$ cat src/rtl/lec_pkg.sv
package lec_pkg;
    localparam int          CTR_W_DEF    = 16;
    localparam int          NUM_CTR_DEF  = 8;
    localparam int          ID_W_DEF     = 8;
    localparam logic [7:0]  LOG_PAGE_DEF = 8'h11;

    typedef enum logic [1:0] {
        GRP_DATA_FRAME,
        GRP_CTRL_FRAME,
        GRP_NO_FRAME
    } ctr_grp_e;

    typedef enum logic [1:0] {
        DIR_TO_DEV,
        DIR_TO_HOST,
        DIR_BOTH,
        DIR_NONE
    } ctr_dir_e;
endpackage

$ cat src/rtl/lec_ctr_cell.sv
module lec_ctr_cell #(
    parameter int W = 16
) (
    input  logic         clk,
    input  logic         por_n,
    input  logic         clr_i,
    input  logic         inc_i,
    output logic [W-1:0] cnt_o
);
    localparam logic [W-1:0] MAX = {W{1'b1}};

    typedef struct packed {
        logic [W-1:0] cnt;
    } cell_st_t;

    cell_st_t st_d, st_q;

    always_comb begin
        st_d = st_q;
        if (clr_i) st_d.cnt = '0;
        if (inc_i && (st_d.cnt != MAX)) st_d.cnt = st_d.cnt + 1'b1;
    end

    always_ff @(posedge clk or negedge por_n) begin
        if (!por_n) st_q <= '0;
        else        st_q <= st_d;
    end

    assign cnt_o = st_q.cnt;

    AST_SAT_HOLD: assert property (@(posedge clk) disable iff (!por_n)
        (cnt_o == MAX && !clr_i) |=> (cnt_o == MAX));
    AST_CLR_ONLY: assert property (@(posedge clk) disable iff (!por_n)
        (clr_i && !inc_i) |=> (cnt_o == '0));
    AST_CLR_THEN_CNT: assert property (@(posedge clk) disable iff (!por_n)
        (clr_i && inc_i) |=> (cnt_o == W'(1)));
    AST_IDLE_STABLE: assert property (@(posedge clk) disable iff (!por_n)
        (!clr_i && !inc_i) |=> $stable(cnt_o));
endmodule

$ cat src/rtl/lec_ctr_bank.sv
module lec_ctr_bank #(
    parameter int N = 8,
    parameter int W = 16
) (
    input  logic                clk,
    input  logic                por_n,
    input  logic                clr_i,
    input  logic [N-1:0]        inc_i,
    output logic [N-1:0][W-1:0] cnt_o
);
    for (genvar k = 0; k < N; k++) begin : g_cell
        lec_ctr_cell #(.W(W)) u_cell (
            .clk   (clk),
            .por_n (por_n),
            .clr_i (clr_i),
            .inc_i (inc_i[k]),
            .cnt_o (cnt_o[k])
        );
    end
endmodule

$ cat src/rtl/lec_rd_stream.sv
module lec_rd_stream #(
    parameter int N    = 8,
    parameter int W    = 16,
    parameter int ID_W = 8
) (
    input  logic                clk,
    input  logic                por_n,
    input  logic                take_i,
    input  logic                abort_i,
    input  logic                pop_i,
    input  logic [N-1:0][W-1:0] cnt_i,
    output logic                vld_o,
    output logic [ID_W-1:0]     id_o,
    output logic [W-1:0]        val_o
);
    localparam int             IW   = $clog2(N + 1);
    localparam logic [IW-1:0]  LAST = IW'(N);

    typedef struct packed {
        logic                busy;
        logic [IW-1:0]       idx;
        logic [N-1:0][W-1:0] snap;
    } rd_st_t;

    rd_st_t st_d, st_q;

    always_comb begin
        st_d = st_q;
        if (take_i) begin
            st_d.busy = 1'b1;
            st_d.idx  = '0;
            st_d.snap = cnt_i;
        end else if (abort_i) begin
            st_d.busy = 1'b0;
        end else if (pop_i && st_q.busy) begin
            if (st_q.idx == LAST) st_d.busy = 1'b0;
            else                  st_d.idx  = st_q.idx + 1'b1;
        end
    end

    always_ff @(posedge clk or negedge por_n) begin
        if (!por_n) st_q <= '0;
        else        st_q <= st_d;
    end

    always_comb begin
        val_o = '0;
        for (int k = 0; k < N; k++) begin
            if (st_q.idx == IW'(k)) val_o = st_q.snap[k];
        end
        id_o = (st_q.idx == LAST) ? '0 : ID_W'(st_q.idx) + 1'b1;
    end

    assign vld_o = st_q.busy;

    AST_SNAP_FROZEN: assert property (@(posedge clk) disable iff (!por_n)
        (vld_o && !take_i) |=> $stable(st_q.snap));
    AST_TERM_ENDS: assert property (@(posedge clk) disable iff (!por_n)
        (vld_o && pop_i && id_o == '0 && !take_i) |=> !vld_o);
    AST_TERM_ZERO: assert property (@(posedge clk) disable iff (!por_n)
        (vld_o && id_o == '0) |-> (val_o == '0));
    AST_ABORT_ENDS: assert property (@(posedge clk) disable iff (!por_n)
        (abort_i && !take_i) |=> !vld_o);
endmodule

$ cat src/rtl/link_evt_ctr_bank.sv
module link_evt_ctr_bank #(
    parameter int         NUM_CTR  = lec_pkg::NUM_CTR_DEF,
    parameter int         CTR_W    = lec_pkg::CTR_W_DEF,
    parameter int         ID_W     = lec_pkg::ID_W_DEF,
    parameter logic [7:0] LOG_PAGE = lec_pkg::LOG_PAGE_DEF
) (
    input  logic               clk,
    input  logic               por_n,
    input  logic [NUM_CTR-1:0] evt_i,
    input  logic               link_rst_i,
    input  logic               sw_rst_i,
    input  logic               bist_i,
    input  logic               rd_req_i,
    input  logic [7:0]         rd_page_i,
    input  logic               rd_clr_i,
    input  logic               rd_pop_i,
    output logic               rd_vld_o,
    output logic [ID_W-1:0]    rd_id_o,
    output logic [CTR_W-1:0]   rd_val_o,
    output logic               cap_o
);
    logic                            take;
    logic                            clr_all;
    logic [NUM_CTR-1:0][CTR_W-1:0]   cnt;

    assign take    = rd_req_i && (rd_page_i == LOG_PAGE);
    assign clr_all = bist_i || (take && rd_clr_i);
    assign cap_o   = 1'b1;

    lec_ctr_bank #(.N(NUM_CTR), .W(CTR_W)) u_bank (
        .clk   (clk),
        .por_n (por_n),
        .clr_i (clr_all),
        .inc_i (evt_i),
        .cnt_o (cnt)
    );

    lec_rd_stream #(.N(NUM_CTR), .W(CTR_W), .ID_W(ID_W)) u_rd (
        .clk     (clk),
        .por_n   (por_n),
        .take_i  (take),
        .abort_i (link_rst_i || sw_rst_i),
        .pop_i   (rd_pop_i),
        .cnt_i   (cnt),
        .vld_o   (rd_vld_o),
        .id_o    (rd_id_o),
        .val_o   (rd_val_o)
    );

    AST_FOREIGN_PAGE: assert property (@(posedge clk) disable iff (!por_n)
        (rd_req_i && rd_page_i != LOG_PAGE && !rd_vld_o) |=> !rd_vld_o);
    AST_STREAM_START: assert property (@(posedge clk) disable iff (!por_n)
        (rd_req_i && rd_page_i == LOG_PAGE) |=> (rd_vld_o && rd_id_o == ID_W'(1)));
endmodule

$ cat config.mk
export PLATFORM = sky130hd
export DESIGN_NAME = link_evt_ctr_bank
export DESIGN_NICKNAME = d
export VERILOG_FILES = /design/src/rtl/lec_pkg.sv /design/src/rtl/lec_ctr_cell.sv /design/src/rtl/lec_ctr_bank.sv /design/src/rtl/lec_rd_stream.sv /design/src/rtl/link_evt_ctr_bank.sv
export SDC_FILE = /design/constraint.sdc
export NUM_CORES = 1
export LEC_CHECK = 0
export ABC_CLOCK_PERIOD_IN_PS = 2300
export BUFFER_PORTS_ARGS = -buffer_cell sky130_fd_sc_hd__buf_2
export CORE_MARGIN = 8
export CORE_UTILIZATION = 40
export CTS_BUF_LIST = sky130_fd_sc_hd__clkbuf_4
export CTS_CLUSTER_DIAMETER = 60
export DETAILED_ROUTE_END_ITERATION = 10
export PLACE_DENSITY = 0.58
export SLEW_MARGIN = 20
export SYNTH_ARGS = -nofsm -noshare
export SYNTH_HDL_FRONTEND = slang
export SYNTH_SLANG_ARGS = --single-unit
export TNS_END_PERCENT = 10
$ cat constraint.sdc
create_clock -name clk -period 2.3 [get_ports clk]
set_input_delay 0.23 -clock clk [delete_from_list [all_inputs] [get_ports clk]]
set_output_delay 0.23 -clock clk [all_outputs]
set_load 0.005 [all_outputs]
Word level (Yosys, flattened, before mapping)
Cells that the tools add are included.
{"block": "op_classes", "mux": 31, "eq_ne": 19, "reduce_logical": 19, "n_addsub": 10}
{"operator": "2-to-1 mux 16 bit", "n": 24}
{"operator": "adder 16 x 1 -> 16 bit (second input constant)", "n": 8}
{"operator": "inequality test 16 bit (second input constant)", "n": 8}
{"operator": "equality test 4 x 3 -> 1 bit (second input constant)", "n": 4}
{"operator": "logical AND 1 bit", "n": 11}
{"operator": "2-to-1 mux 5 bit", "n": 2}
{"operator": "equality test 4 x 2 -> 1 bit (second input constant)", "n": 2}
{"operator": "equality test 8 x 5 -> 1 bit (second input constant)", "n": 1}
{"operator": "2-to-1 mux 4 bit", "n": 2}
{"operator": "2-to-1 mux 8 bit", "n": 1}
{"operator": "nonzero test 3 bit", "n": 2}
{"operator": "adder 4 x 1 -> 5 bit (second input constant)", "n": 1}
{"operator": "adder 4 x 1 -> 4 bit (second input constant)", "n": 1}
{"operator": "equality test 4 x 1 -> 1 bit (second input constant)", "n": 1}
{"operator": "equality test 4 bit (second input constant)", "n": 1}
{"operator": "logical NOT 4 bit", "n": 1}
{"operator": "inequality test 2 bit (second input constant)", "n": 2}
{"operator": "AND reduction 3 bit", "n": 1}
{"operator": "logical OR 1 bit", "n": 2}
{"operator": "2-to-1 mux 1 bit", "n": 2}
{"operator": "AND reduction 2 bit", "n": 1}
{"operator": "nonzero test 2 bit", "n": 1}
{"block": "totals", "out_inout_bits": 26, "register_bits": 261, "inputBits": 24}

Depth between registers and ports, before layout
Gate-level depths: netlist of run 1.
{"block": "logic_depth", "depth_word": 9, "mapped_depth": 13}

By module
Synthesis of run 1 repeated with hierarchy kept, for this count alone.
{"block": "hier_totals", "cells_unflattened": 1200, "area_unflattened_um2": 13915.8}
{"mod": "lec_ctr_cell", "n_inst": 8, "cells_each": 85, "seq_area_each_um2": 400.4, "area_each_um2": 923.4}
{"mod": "lec_rd_stream", "n_inst": 1, "cells_each": 511, "seq_area_each_um2": 3328.2, "area_each_um2": 6431.2}
{"mod": "link_evt_ctr_bank", "n_inst": 1, "cells_each": 9, "seq_area_each_um2": 0.0, "area_each_um2": 97.6}

Worst setup path before layout of run 1
Ideal clock, no wire load.
{"block": "synth_timing", "kind": "input-to-reg", "start": "in rd_page_i[4]", "end": "reg u_bank.g_cell[5].u_cell.st_q, in the netlist u_bank.g_cell[5].u_cell.cnt_o[0]", "setup_ns": 0.125, "arrival_ns": 2.661, "n_path_buf": 3, "path_slack_ns": -0.486, "path_stages": 13, "cell_sequence": "nor4b_2 > a41oi_1 > clkbuf_1 > clkbuf_1 > nand2_1 > inv_1 > ha_1 > nand3_1 > or4_1 > buf_2 > or2_4 > a21oi_2 > a211oi_2"}
{"element": "from (decl)", "line_no": "link_evt_ctr_bank.sv:14", "rtl": "input logic [7:0] rd_page_i,"}
{"element": "to (signal assigned)", "line_no": "lec_ctr_cell.sv:26", "rtl": "else st_q <= st_d;"}
{"element": "to (decl)", "line_no": "lec_ctr_cell.sv:16", "rtl": "cell_st_t st_d, st_q;"}

Worst setup path in the final report of run 1
{"block": "layout_timing", "start": "reg u_rd.st_q[128] in the netlist's numbering", "end": "out rd_val_o[1]"}
{"block": "layout_between", "elab_chain_len": 9}
{"element": "from (decl)", "line_no": "lec_rd_stream.sv:25", "rtl": "rd_st_t st_d, st_q;"}
{"element": "from (signal assigned)", "line_no": "lec_rd_stream.sv:43", "rtl": "else st_q <= st_d;"}
{"element": "logical NOT 4 bit", "line_no": "lec_rd_stream.sv:49", "rtl": "if (st_q.idx == IW'(k)) val_o = st_q.snap[k];"}
{"element": "2-to-1 mux 16 bit (7 in a row)", "line_no": "lec_rd_stream.sv:49"}
{"element": "2-to-1 mux 16 bit (*)", "line_no": "lec_rd_stream.sv:49"}
{"element": "to (decl)", "line_no": "link_evt_ctr_bank.sv:19", "rtl": "output logic [CTR_W-1:0] rd_val_o,"}
Every way passes the cells marked *; elsewhere a longest branch is shown, timed or not.

==> results of run 1 <==
path summary, 6_finish.rpt:
check | startpoint | endpoint | slack [ps] | cells after the start
max in group asynchronous | por_n | u_bank.g_cell[5].u_cell.cnt_o[0]$_DFF_PN0_ | 1530 | 3
min | rd_page_i[0] | u_bank.g_cell[3].u_cell.cnt_o[0]$_DFF_PN0_ | 70 | 5
max | u_rd.st_q[128]$_DFFE_PN0P_ | rd_val_o[1] | -680 | 9
min reg2reg | u_rd.st_q[11]$_DFFE_PN0N_ | u_rd.st_q[11]$_DFFE_PN0N_ | 470 | 2
max reg2reg | u_rd.st_q[128]$_DFFE_PN0P_ | u_rd.vld_o$_DFFE_PN0P_ | 110 | 10
min in group asynchronous | por_n | u_bank.g_cell[2].u_cell.cnt_o[11]$_DFF_PN0_ | 110 | 2
cell families after synthesis:
family	share of synthesized area, %
other	0.0560
multiplexers	0.224
XOR/XNOR	5.74
flip-flops	48.7
adder cells (fa/ha/maj)	1.12
AO/OA/AOI/OAI	11.9
buffers and inverters	4.76
AND/OR/NAND/NOR	27.5
power breakdown:
part | switching, uW | internal (uW) | total, uW | leakage, uW
sequential | 58.7 | 4670 | 4730 | 0.00354
combinational | 330 | 228 | 558 | 0.00361
clock | 1990 | 2330 | 4320 | 0.000574
routing by layer:
| layer | vias up | part of all wire [%] |
|---|---|---|
| met5 | - | 0 |
| met4 | 0 | 3.3 |
| met3 | 82 | 5.4 |
| met2 | 339 | 45 |
| met1 | 5746 | 46 |
| li1 | 5713 | - |
worst min-delay path, delay by kind of cell:
family | cells | cell delay, ps
simple gates | 1 | 90
compound gates | 2 | 180
buf+inv | 2 | 260
stage by stage:
step	setup TNS [ps]	area (um2)	cells	setup WS, ps	power (uW)
2_1_floorplan	-32.4	13600	1550	-25.7	5020
6_report	-10410	16600	2230	-678	9610
4_1_cts	-11590	16400	2219	-698	9780
3_3_place_gp	-17330	14900	2058	-323	5310
5_1_grt	-12430	16600	2230	-719	10100
3_5_place_dp	-21260	14900	2058	-368	5320
registers in the layout (all words and copies together) (netlist names):
name and count:
u_bank.g_cell.u_cell.cnt_o 128, u_rd.st_q 132, u_rd.vld_o 1
final cells by class:
cell class | instances | area (um2) | share of cell area, %
clock buffer | 112 | 841 | 5.07
tap | 448 | 561 | 3.38
sequential | 261 | 6530 | 39.4
clock inverter | 21 | 105 | 0.633
inverter | 36 | 143 | 0.860
multi-input combinational | 1158 | 6660 | 40.1
timing repair buffer | 189 | 1740 | 10.5
antenna | 5 | 12.5 | 0.0754
layout by cell type, fill, tap and decap left out, types with 5 or more instances in the layout:
master / netlist / final
a32o_1: 16 / 15
and2_1: 15 / 16
a21oi_2: 1 / 11
xnor2_1: 42 / 42
diode_2: 0 / 5
ha_4: 0 / 5
a41oi_1: 10 / 9
a31oi_1: 26 / 20
o21ai_0: 56 / 44
or4_4: 1 / 6
a22o_1: 5 / 5
nand3_1: 61 / 58
clkinv_1: 0 / 15
o21ai_1: 0 / 10
nor2_1: 144 / 141
and4_1: 9 / 9
nor4_1: 10 / 10
buf_2: 31 / 44
nand2_1: 400 / 398
nand2b_1: 17 / 16
and3_1: 29 / 29
o22ai_1: 17 / 5
nor3b_1: 9 / 9
inv_1: 36 / 32
buf_4: 5 / 98
buf_12: 0 / 20
a31oi_2: 0 / 5
nand4_1: 43 / 43
xor2_1: 46 / 46
clkbuf_4: 0 / 112
ha_1: 12 / 5
inv_2: 0 / 7
a21oi_1: 65 / 55
o22ai_2: 0 / 12
dfrtp_1: 261 / 260
dlygate4sd3_1: 0 / 18
a22oi_1: 20 / 18
nor3_1: 25 / 25
timing repair:
action | in CTS | in global routing
setup endpoints to repair | 20 | 36
pin swaps | 10 | 11
hold buffers | 18 | 0
hold endpoints to repair | 324 | 0
gates resized for setup | 40 | 33
buffers inserted | 6 | 5
cloned | 4 | 1
==> metrics.md, run 1 <==
| Metric | Value |
|---|---|
| Status | finished with violations |
| Failing checks | setup timing |
| Register area share after synthesis | approximately half |
| Final #Nets | 1,758 |
| Most common cell in the netlist | nand2_1 |
| Fin crit share | 129% |
| First-pass GRT wire length | 62,300 um |
| Commonest cells post-synth | nand2_1, dfrtp_1, nor2_1 |
| Initial Util | 40.3% |
| Worst setup path class | reg2out |
| Initial antenna violation count | 2 |
| Critical Path Max Stage Delay | between 300 and 400 ps |
| Number of enable flip-flop cells after synthesis | 0 |
| TritonCTS buffer count | 76 |
| Clock slew at reported path FFs | roughly 60 ps |
| Final count of negative-setup-slack endpoints | 21 |
| Layout cells sized above 1 | between 20 and 25% |
| TritonCTS clock tree | yes |
| Final worst slack | -678 ps |
| GRT Util Overall | 19.9% |
| Yosys top cell area share | between 40% and 50% |
| Main flop type after synthesis | dfrtp_1 |
| Max Clock Skew | 32.4 ps |
| WHS | 72.8 ps |
| Slew @ Worst Pin | 632 ps |
| ANT nets after route | 0 |
| 1st-iter DRT viols | 997 |
| Vias in the first global route | about 11,000 |
| Die Y | roughly 200 um |
| Critical Path RT | between 2000 and 2500 ps |
| Clock buffer depth | 3 |
| RSZ-0062 raised after global routing | true |
| Max Clock Freq | 336 MHz |
| Clock Latency Late Sink | 740 ps |
| CP delay by family, top | compound AO/OA/AOI/OAI gates |
| DR WL/cell | 17.5 um |
| Drt via density | 5.33 |
| Worst path bufs/invs | 5 |
| Layout area overhead | 23.6% |
| Detailed Routing Iterations Pass 1 | 5 |
| Mean Syn Cell Area | 8.67 um2 |
| Asr flop ratio synth | 100% |
| Max Cap Viol | 0 |
| Worst vdd rail ir drop | approximately 0.00035 V |
| Grt total ovfl | 0 |
| Drc violations | 0 |
| Synth Cell Area | about 13,000 um2 |
| Crit Path Max Fanout | 6 |
| Full die area | 39,700 um2 |
| Final WL | 39,100 um |
| Gate Count Post-Synth | 1,548 |
| I/O pin cnt | 50 |
| CORE AREA | 33,300 um2 |
| Pwr per Cell Area | 579 nW/um2 |
| Leading area contributor after synthesis | dfrtp_1 |
| Yosys reg bits | 261 |
| Count of cell types in the netlist | approximately 70 |
| Largest net degree at the start of global routing | between 90 and 100 |
| DP Wirelength | between 20,000 and 30,000 um |
| Final hold vios | 0 |
| GR Layer Usage met3 | 4.23% |
| Port Buffer Count | 45 |
| GR Util met2 | 30.0% |
| Slowest CP cell | dfrtp_1 |
| Type of origin of the critical path | register |
| Met1 usage | 27.3% |
| Die X | approximately 200 um |
| CP arrival | 2750 ps |
| Vias | 11,900 |
| # clock sinks | 261 |
| CTS Root Cell | clkbuf_4 |
| # rows | 67 |
| Post-layout min period | 2980 ps |
| Htree depth | 3 |
| Endpoint class of the critical path | primary output |
| Relative slew slack | between 50 and 60% |
| Cells along the critical path | buf_6 -> inv_4 -> ha_4 -> buf_12 -> buf_4 -> a32o_1 -> o22ai_1 -> a31oi_1 -> buf_2 |
| Hold Path Class | in2reg |
| Synthesis Warnings | 0 |
| Pins Over Slew Limit | 0 |
| Most area-consuming cells after synthesis | dfrtp_1, nand2_1, nor2_1 |
| P_leak | roughly 0.0077 uW |
| GPL Wtd Cong | ~0.9 |
| Number of fill cells | 3,215 |
| Most Crowded Layer GR | met2 |
| Post-Route Utilization | approximately half |
Power figures use the tool's default switching activity.
==> run 2: changes to the inputs <==
--- a/config.mk
+++ b/config.mk
@@ -5,6 +5,7 @@
 export SDC_FILE = /design/constraint.sdc
 export NUM_CORES = 1
 export LEC_CHECK = 0
+export ABC_AREA = 1
 export ABC_CLOCK_PERIOD_IN_PS = 2300
 export BUFFER_PORTS_ARGS = -buffer_cell sky130_fd_sc_hd__buf_2
 export CORE_MARGIN = 8
@@ -12,7 +13,7 @@
 export CTS_BUF_LIST = sky130_fd_sc_hd__clkbuf_4
 export CTS_CLUSTER_DIAMETER = 60
 export DETAILED_ROUTE_END_ITERATION = 10
-export PLACE_DENSITY = 0.58
+export PLACE_DENSITY = 0.57
 export SLEW_MARGIN = 20
 export SYNTH_ARGS = -nofsm -noshare
 export SYNTH_HDL_FRONTEND = slang
==> metrics.md, run 2 <==
| Metric | Value |
|---|---|
| Vias in the first global route | 15,200 (was 11,500) |
| Layout cells sized above 1 | 18.8% (was 21.6%) |
| Final worst slack | -629 ps (was -678 ps) |
| Worst setup path class | reg2out (unchanged) |
| Detailed Routing Iterations Pass 1 | 7 (was 5) |
| Critical Path Most Common Cell | nand3_1 |
| Commonest cells post-synth | nand2_1, dfrtp_1, inv_1 (was nand2_1, dfrtp_1, nor2_1) |
| Clock Latency Late Sink | 730 ps (was 740 ps) |
| Leading area contributor after synthesis | dfrtp_1 (unchanged) |
| Htree depth | 3 (unchanged) |
| Cells along the critical path | inv_2 -> buf_4 -> ha_2 -> inv_2 -> nor2_4 -> buf_12 -> nand3_1 -> nand3_1 -> o211ai_1 -> nand3_1 -> nand2_1 -> nand3_2 -> nand2_2 -> nand2_1 -> buf_2 (was buf_6 -> inv_4 -> ha_4 -> buf_12 -> buf_4 -> a32o_1 -> o22ai_1 -> a31oi_1 -> buf_2) |
| Critical Path Max Stage Delay | 360 ps (about the same) |
| CORE AREA | 39,600 um2 (was 33,300 um2) |
| Worst reg2reg setup slack | 160 ps (was 110 ps) |
| 1st-iter DRT viols | 1,123 (was 997) |
| Crit Path Max Fanout | 16 (was 6) |
| Count of cell types in the netlist | 32 (was 69) |
| Max Cap Viol | 0 (unchanged) |
| Die X | 216 um (was 199 um) |
| CP arrival | 2700 ps (was 2750 ps) |
| FF-to-FF Start | u_rd.st_q[129]$_DFFE_PN0P_ (was u_rd.st_q[128]$_DFFE_PN0P_) |
| ANT nets after route | 0 (unchanged) |
| Asr flop ratio synth | 100% (unchanged) |
| Full die area | 46,800 um2 (was 39,700 um2) |
| Critical Path RT | 2070 ps (about the same) |
| Most frequent cells in the layout | nand2_1, dfrtp_1, inv_1 (was nand2_1, dfrtp_1, nor2_1) |
| Initial antenna violation count | 2 (unchanged) |
| Biggest register | u_rd.st_q (unchanged) |
| Port Buffer Count | 45 (unchanged) |
| # clock sinks | 261 (unchanged) |
| Final #Nets | 2,605 (was 1,758) |
| Post-Place Worst Slack | -200 ps (was -368 ps) |
| Grt total ovfl | 0 (unchanged) |
| Mean Syn Cell Area | 6.87 um2 (was 8.67 um2) |
| GPL Wtd Cong | 0.917 (was 0.886) |
| Die Y | 216 um (was 199 um) |
| Post-route cell area | 19,500 um2 (was 16,600 um2) |
| Post-layout min period | 2930 ps (was 2980 ps) |
| Synth Cell Area | 16,100 um2 (was 13,400 um2) |
| Final count of negative-setup-slack endpoints | 21 (unchanged) |
| DR WL/cell | 14.9 um (was 17.5 um) |
| I/O pin cnt | 50 (unchanged) |
| Relative slew slack | 34.6% (was 57.9%) |
| TritonCTS clock tree | yes (unchanged) |
| GRT Util Overall | 20.1% (was 19.9%) |
| CTS Root Cell | clkbuf_4 (unchanged) |
| TritonCTS buffer count | 78 (was 76) |
| Drt via density | 4.97 (was 5.33) |
| Synthesis Warnings | 0 (unchanged) |
| Largest net degree at the start of global routing | 123 (was 95) |
| Initial Util | 40.5% (was 40.3%) |
| # rows | 73 (was 67) |
| Hold Path Class | in2reg (unchanged) |
| Register area share after synthesis | 40.7% (was 48.7%) |
| Setup crit start | u_rd.st_q[129]$_DFFE_PN0P_ (was u_rd.st_q[128]$_DFFE_PN0P_) |
| Endpoint class of the critical path | primary output (unchanged) |
| Type of origin of the critical path | register (unchanged) |
| Hold Crit Start | rd_page_i[7] (was rd_page_i[0]) |
| DP Wirelength | 33,500 um (was 26,600 um) |
| Most common cell in the netlist | nand2_1 (unchanged) |
| RSZ-0062 raised after global routing | true (unchanged) |
| Status | finished with violations (unchanged) |
| First-pass GRT wire length | 77,800 um (was 62,300 um) |
| Final WL | 46,900 um (was 39,100 um) |
| Pwr per Cell Area | 532 nW/um2 (was 579 nW/um2) |
| Slowest CP cell | dfrtp_1 (unchanged) |
| Overall power | 10,400 uW (was 9610 uW) |
| Commonest non-fill, non-tap cell in the layout | nand2_1 (unchanged) |
| Yosys top cell area share | 40.7% (was 48.7%) |
| Fin crit share | 127% (was 129%) |
| Final hold vios | 0 (unchanged) |
| Max Clock Freq | 341 MHz (was 336 MHz) |
| Layout area overhead | 21.3% (was 23.6%) |
| Most area-consuming cells after synthesis | dfrtp_1, nand2_1, nand3_1 (was dfrtp_1, nand2_1, nor2_1) |
| Vias | 15,700 (was 11,900) |
| Number of fill cells | 4,033 (was 3,215) |
| Clock slew at reported path FFs | 60 ps (about the same) |
| Worst vdd rail ir drop | 0.000303 V (was 0.000354 V) |
| P_leak | 0.0104 uW (was 0.00772 uW) |
| Max Clock Skew | 25.2 ps (was 32.4 ps) |
| Main flop type after synthesis | dfrtp_1 (unchanged) |
| Drc violations | 0 (unchanged) |
| Post-placement cell area | 18,100 um2 (was 14,900 um2) |
| Slew @ Worst Pin | 978 ps (was 632 ps) |
| Clock buffer depth | 3 (unchanged) |
| Failing checks | setup timing (unchanged) |
| Gate Count Post-Synth | 2,337 (was 1,548) |
| Pins Over Slew Limit | 0 (unchanged) |
| Max reg flops | 132 (unchanged) |
| Number of enable flip-flop cells after synthesis | 0 (unchanged) |
| Yosys reg bits | 261 (unchanged) |
| Aggregate negative setup slack | -9600 ps (was -10,410 ps) |
[run 2: cell count changes after synthesis, sizes merged, moves of 19 or more]
cell / delta
inv: +202
nor3: -24
xnor2: -33
a22oi: -20
nand4: +81
nor2: +126
nand3: +126
o21ai: +26
nand2: +559
a31oi: -26
and3: -29
a21oi: -66
and2: -19
[run 2: final timing paths]
path,end,depth (start not counted)
max in group asynchronous,u_rd.st_q[61]$_DFFE_PN0N_,3
max reg2reg,u_rd.vld_o$_DFFE_PN0P_,11
min in group asynchronous,u_bank.g_cell[0].u_cell.cnt_o[5]$_DFF_PN0_,3
min,u_rd.st_q[100]$_DFFE_PN0N_,6
max,rd_val_o[0],15
min reg2reg,u_rd.st_q[125]$_DFFE_PN0N_,2
[run 2: logic make-up (layout without fill, tap and decap cells)]
| family | Yosys count | count (layout) | share of synthesized area (%) |
|---|---|---|---|
| AO/OA/AOI/OAI | 101 | 101 | 3.89 |
| XOR/XNOR | 58 | 58 | 3.16 |
| adder cells (fa/ha/maj) | 12 | 12 | 0.935 |
| buffers and inverters | 345 | 630 | 9.28 |
| flip-flops | 261 | 261 | 40.7 |
| other | 2 | 7 | 0.0468 |
| AND/OR/NAND/NOR | 1558 | 1558 | 42.0 |
[run 2: routing by layer]
| layer | GRT usage [%] | wire length, um |
|---|---|---|
| met1 | 28.0 | 22900 |
| met2 | 31.0 | 20700 |
| met3 | 3.52 | 2130 |
| met4 | 7.26 | 1160 |
| met5 | 0 | 0 |
[run 2: what timing repair did]
action                                  4_1_cts  5_1_grt
hold buffers                                 14        0
pin swaps                                    12        8
buffers inserted                              3        1
gates resized for setup                      25       17
cloned                                        1        1
endpoints found under the hold margin       393        0
endpoints found under the setup margin       21       21
[run 2: worst max-delay path, delay by kind of cell (launching register included)]
family	cells	cell delay (ps)
AND/OR/NAND/NOR	8	750
adder cells (fa/ha/maj)	1	160
buffers and inverters	5	520
flip-flops	1	360
AO/OA/AOI/OAI	1	160
[run 2: cell type report]
class                   instances  area (um2)  share of cell area [%]
repair buffers                255        2160                    11.1
inverters                     240         903                    4.64
multi-input cells            1733        8220                    42.2
clock inverters                19         126                   0.649
flip-flops and latches        261        6530                    33.5
clock buffers                 116         871                    4.47
well taps                     525         657                    3.37
diodes                          3        7.51                  0.0385
[run 2: power by group]
group,internal (uW),switching (uW)
Sequential,4650,36.5
Clock,2510,2110
Combinational,364,686
Total,7530,2830
[run 2: metrics by stage]
step	std cells	hold slack, ps	utilization, %
2_1_floorplan	2339	-65.6	-
3_3_place_gp	2994	103	45.7
3_5_place_dp	2994	105	45.7
4_1_cts	3147	9.76	48.9
5_1_grt	3152	52.3	49.1
6_report	3152	78.5	49.1
==> run 3: changes to the inputs <==
--- a/config.mk
+++ b/config.mk
@@ -8,11 +8,12 @@
 export ABC_AREA = 1
 export ABC_CLOCK_PERIOD_IN_PS = 2300
 export BUFFER_PORTS_ARGS = -buffer_cell sky130_fd_sc_hd__buf_2
-export CORE_MARGIN = 8
+export CORE_MARGIN = 2
 export CORE_UTILIZATION = 40
 export CTS_BUF_LIST = sky130_fd_sc_hd__clkbuf_4
 export CTS_CLUSTER_DIAMETER = 60
 export DETAILED_ROUTE_END_ITERATION = 10
+export GPL_TIMING_DRIVEN = 0
 export PLACE_DENSITY = 0.57
 export SLEW_MARGIN = 20
 export SYNTH_ARGS = -nofsm -noshare
==> metrics.md, run 3 (synthesized netlist as in run 2, its figures left out) <==
| Metric | Value |
|---|---|
| Status | finished with violations (unchanged) |
| Failing checks | setup timing (unchanged) |
| Pins Over Slew Limit | 0 (unchanged) |
| # rows | 73 (unchanged) |
| Die X | 204 um (was 216 um) |
| Critical Path RT | 2070 ps (about the same) |
| Sw Share | 29.4% (was 27.3%) |
| Full die area | 41,800 um2 (was 46,800 um2) |
| P_leak | 0.0100 uW (was 0.0104 uW) |
| Number of fill cells | 4,212 (was 4,033) |
| Final worst slack | -692 ps (was -629 ps) |
| R2R cell count | 12 (was 11) |
| # clock sinks | 261 (unchanged) |
| Comb pwr share | 11.6% (was 10.1%) |
| Max reg flops | 132 (unchanged) |
| Initial antenna violation count | 2 (unchanged) |
| Biggest register | u_rd.st_q (unchanged) |
| Critical Path Most Common Cell | nand2_1 (was nand3_1) |
| Clock buffer depth | 3 (unchanged) |
| TritonCTS buffer count | 79 (was 78) |
| Seq. cell area | 6540 um2 (was 6530 um2) |
| Placed insts | 2,912 (was 2,994) |
| Internal power | 7310 uW (was 7530 uW) |
| Htree depth | 3 (unchanged) |
| Slowest CP cell | dfrtp_2 (was dfrtp_1) |
| DP Wirelength | 42,400 um (was 33,500 um) |
| CP arrival | 2760 ps (was 2700 ps) |
| Commonest non-fill, non-tap cell in the layout | nand2_1 (unchanged) |
| Initial Util | 40.5% (unchanged) |
| Power share of the clock group | 43.1% (was 44.6%) |
| DR WL/cell | 19.6 um (was 14.9 um) |
| Post-route cell area | 18,900 um2 (was 19,500 um2) |
| Relative slew slack | 23.7% (was 34.6%) |
| Worst reg2reg setup slack | 180 ps (was 160 ps) |
| Worst vdd rail ir drop | 0.000277 V (was 0.000303 V) |
| CORE AREA | 39,600 um2 (unchanged) |
| Grt total ovfl | 0 (unchanged) |
| Post-layout min period | 2990 ps (was 2930 ps) |
| Hold Path Class | in2async (was in2reg) |
| Worst setup path class | reg2out (unchanged) |
| Cells along the critical path | nor2_4 -> buf_4 -> nand2_4 -> clkbuf_8 -> o211ai_1 -> nand3_1 -> nand2_1 -> nand3_2 -> nand2_2 -> nand2_1 -> buf_2 (was inv_2 -> buf_4 -> ha_2 -> inv_2 -> nor2_4 -> buf_12 -> nand3_1 -> nand3_1 -> o211ai_1 -> nand3_1 -> nand2_1 -> nand3_2 -> nand2_2 -> nand2_1 -> buf_2) |
| Drt via density | 5.16 (was 4.97) |
| Crit Path Max Fanout | 10 (was 16) |
| WHS | 68.3 ps (was 78.5 ps) |
| Layout area overhead | 17.8% (was 21.3%) |
| Critical Path Max Stage Delay | 450 ps (was 360 ps) |
| Die Y | 204 um (was 216 um) |
| TritonCTS clock tree | yes (unchanged) |
| Max Cap Viol | 0 (unchanged) |
| GPL Wtd Cong | 0.922 (was 0.917) |
| Fin crit share | 130% (was 127%) |
| GRT Util Overall | 29.6% (was 20.1%) |
| Port Buffer Count | 45 (unchanged) |
| Seq pwr share | 45.3% (was 45.2%) |
| RSZ-0062 raised after global routing | true (unchanged) |
| 1st-iter DRT viols | 1,167 (was 1,123) |
| Slew @ Worst Pin | 1140 ps (was 978 ps) |
| Vias | 15,900 (was 15,700) |
| Layout Cells excl Fill | 3,081 (was 3,152) |
| Final #Nets | 2,539 (was 2,605) |
| Clock slew at reported path FFs | 70 ps (was 60 ps) |
| Clock Latency Late Sink | 790 ps (was 730 ps) |
| Layout cells sized above 1 | 16.8% (was 18.8%) |
| Final count of negative-setup-slack endpoints | 21 (unchanged) |
| Aggregate negative setup slack | -11,130 ps (was -9600 ps) |
| Endpoint class of the critical path | primary output (unchanged) |
| First-pass GRT wire length | 91,900 um (was 77,800 um) |
| Type of origin of the critical path | register (unchanged) |
| Drc violations | 0 (unchanged) |
| Vias in the first global route | 15,600 (was 15,200) |
| ANT nets after route | 0 (unchanged) |
| Max Clock Skew | 46.6 ps (was 25.2 ps) |
| Final hold vios | 0 (unchanged) |
| Overall power | 10,400 uW (about the same) |
| Detailed Routing Iterations Pass 1 | 7 (unchanged) |
| I/O pin cnt | 50 (unchanged) |
| Largest net degree at the start of global routing | 94 (was 123) |
| Post-placement cell area | 17,100 um2 (was 18,100 um2) |
| Area of the multi-input gates | 8460 um2 (was 8220 um2) |
| Final WL | 60,300 um (was 46,900 um) |
| Most frequent cells in the layout | nand2_1, dfrtp_1, inv_1 (unchanged) |
| Switching Power | 3050 uW (was 2830 uW) |
| Max Clock Freq | 334 MHz (was 341 MHz) |
| Pwr per Cell Area | 548 nW/um2 (was 532 nW/um2) |
| CTS Root Cell | clkbuf_4 (unchanged) |
[run 3: cell count changes in the layout (fill, tap and decap cells not counted), moves of 7 or more]
| cell | delta |
|---|---|
| buf_4 | -134 |
| clkbuf_1 | +30 |
| buf_6 | +24 |
| buf_12 | -19 |
| nand3_1 | -18 |
| nand3_2 | +18 |
| buf_2 | +12 |
| nand2_1 | -10 |
| clkbuf_2 | +9 |
| ha_1 | -7 |
[run 3: critical path: cells and delay by family (launching register included)]
family                 cells  cell delay (ps)
DFF                        1              450
and+or+nand+nor            7              830
AOI/OAI and AO/OA          1              300
buffers and inverters      3              440
[run 3: worst paths after layout]
check                                                           startpoint                                     endpoint
max in group asynchronous                                            por_n                   u_rd.st_q[131]$_DFFE_PN0P_
worst min-delay path                                                 por_n  u_bank.g_cell[0].u_cell.cnt_o[13]$_DFF_PN0_
worst max-delay path                            u_rd.st_q[131]$_DFFE_PN0P_                                  rd_val_o[7]
min in group clk                                                  rd_clr_i  u_bank.g_cell[6].u_cell.cnt_o[12]$_DFF_PN0_
worst max register to register  u_bank.g_cell[6].u_cell.cnt_o[1]$_DFF_PN0_   u_bank.g_cell[6].u_cell.cnt_o[7]$_DFF_PN0_
worst min register to register                   u_rd.st_q[23]$_DFFE_PN0N_                    u_rd.st_q[23]$_DFFE_PN0N_
[run 3: routing by layer]
| metal | vias up | track usage (%) | share of wire (%) |
|---|---|---|---|
| li1 | 7719 | - | - |
| met4 | 0 | 13.3 | 4.6 |
| met3 | 156 | 7.08 | 7.0 |
| met1 | 7481 | 38.9 | 44 |
| met2 | 552 | 46.2 | 45 |
| met5 | - | 0 | 0 |
[run 3: power by group through the flow]
stage / Clock (uW) / Sequential [uW] / Combinational [uW]
2_1_floorplan: 0 / 4760 / 503
5_1_grt: 4800 / 4700 / 1290
3_5_place_dp: 0 / 4770 / 982
3_3_place_gp: 0 / 4770 / 960
6_report: 4460 / 4700 / 1200
4_1_cts: 4550 / 4700 / 1140
[run 3: area by class of cell]
cell class | instances | share of cell area, %
antenna | 4 | 0.0529
buffer | 102 | 3.88
clock buffer | 109 | 4.33
clock inverter | 21 | 0.556
inverter | 240 | 4.85
multi-input combinational | 1733 | 44.7
sequential | 261 | 34.5
tap | 525 | 3.47
timing repair buffer | 86 | 3.58
[run 3: through the flow]
stage / setup WS, ps / util (%)
5_1_grt: -780 / 47.7
6_report: -692 / 47.7
2_1_floorplan: -18.5 / -
3_3_place_gp: -4220 / 42.9
3_5_place_dp: -916 / 43.1
4_1_cts: -700 / 47.1
[run 3: what timing repair did]
| action | 4_1_cts | 5_1_grt |
|---|---|---|
| pin swaps | 36 | 51 |
| endpoints found under the hold margin | 373 | 0 |
| setup buffers | 19 | 2 |
| resized for setup | 94 | 75 |
| hold buffers | 13 | 0 |
| cloned | 3 | 1 |
| setup endpoints to repair | 58 | 134 |
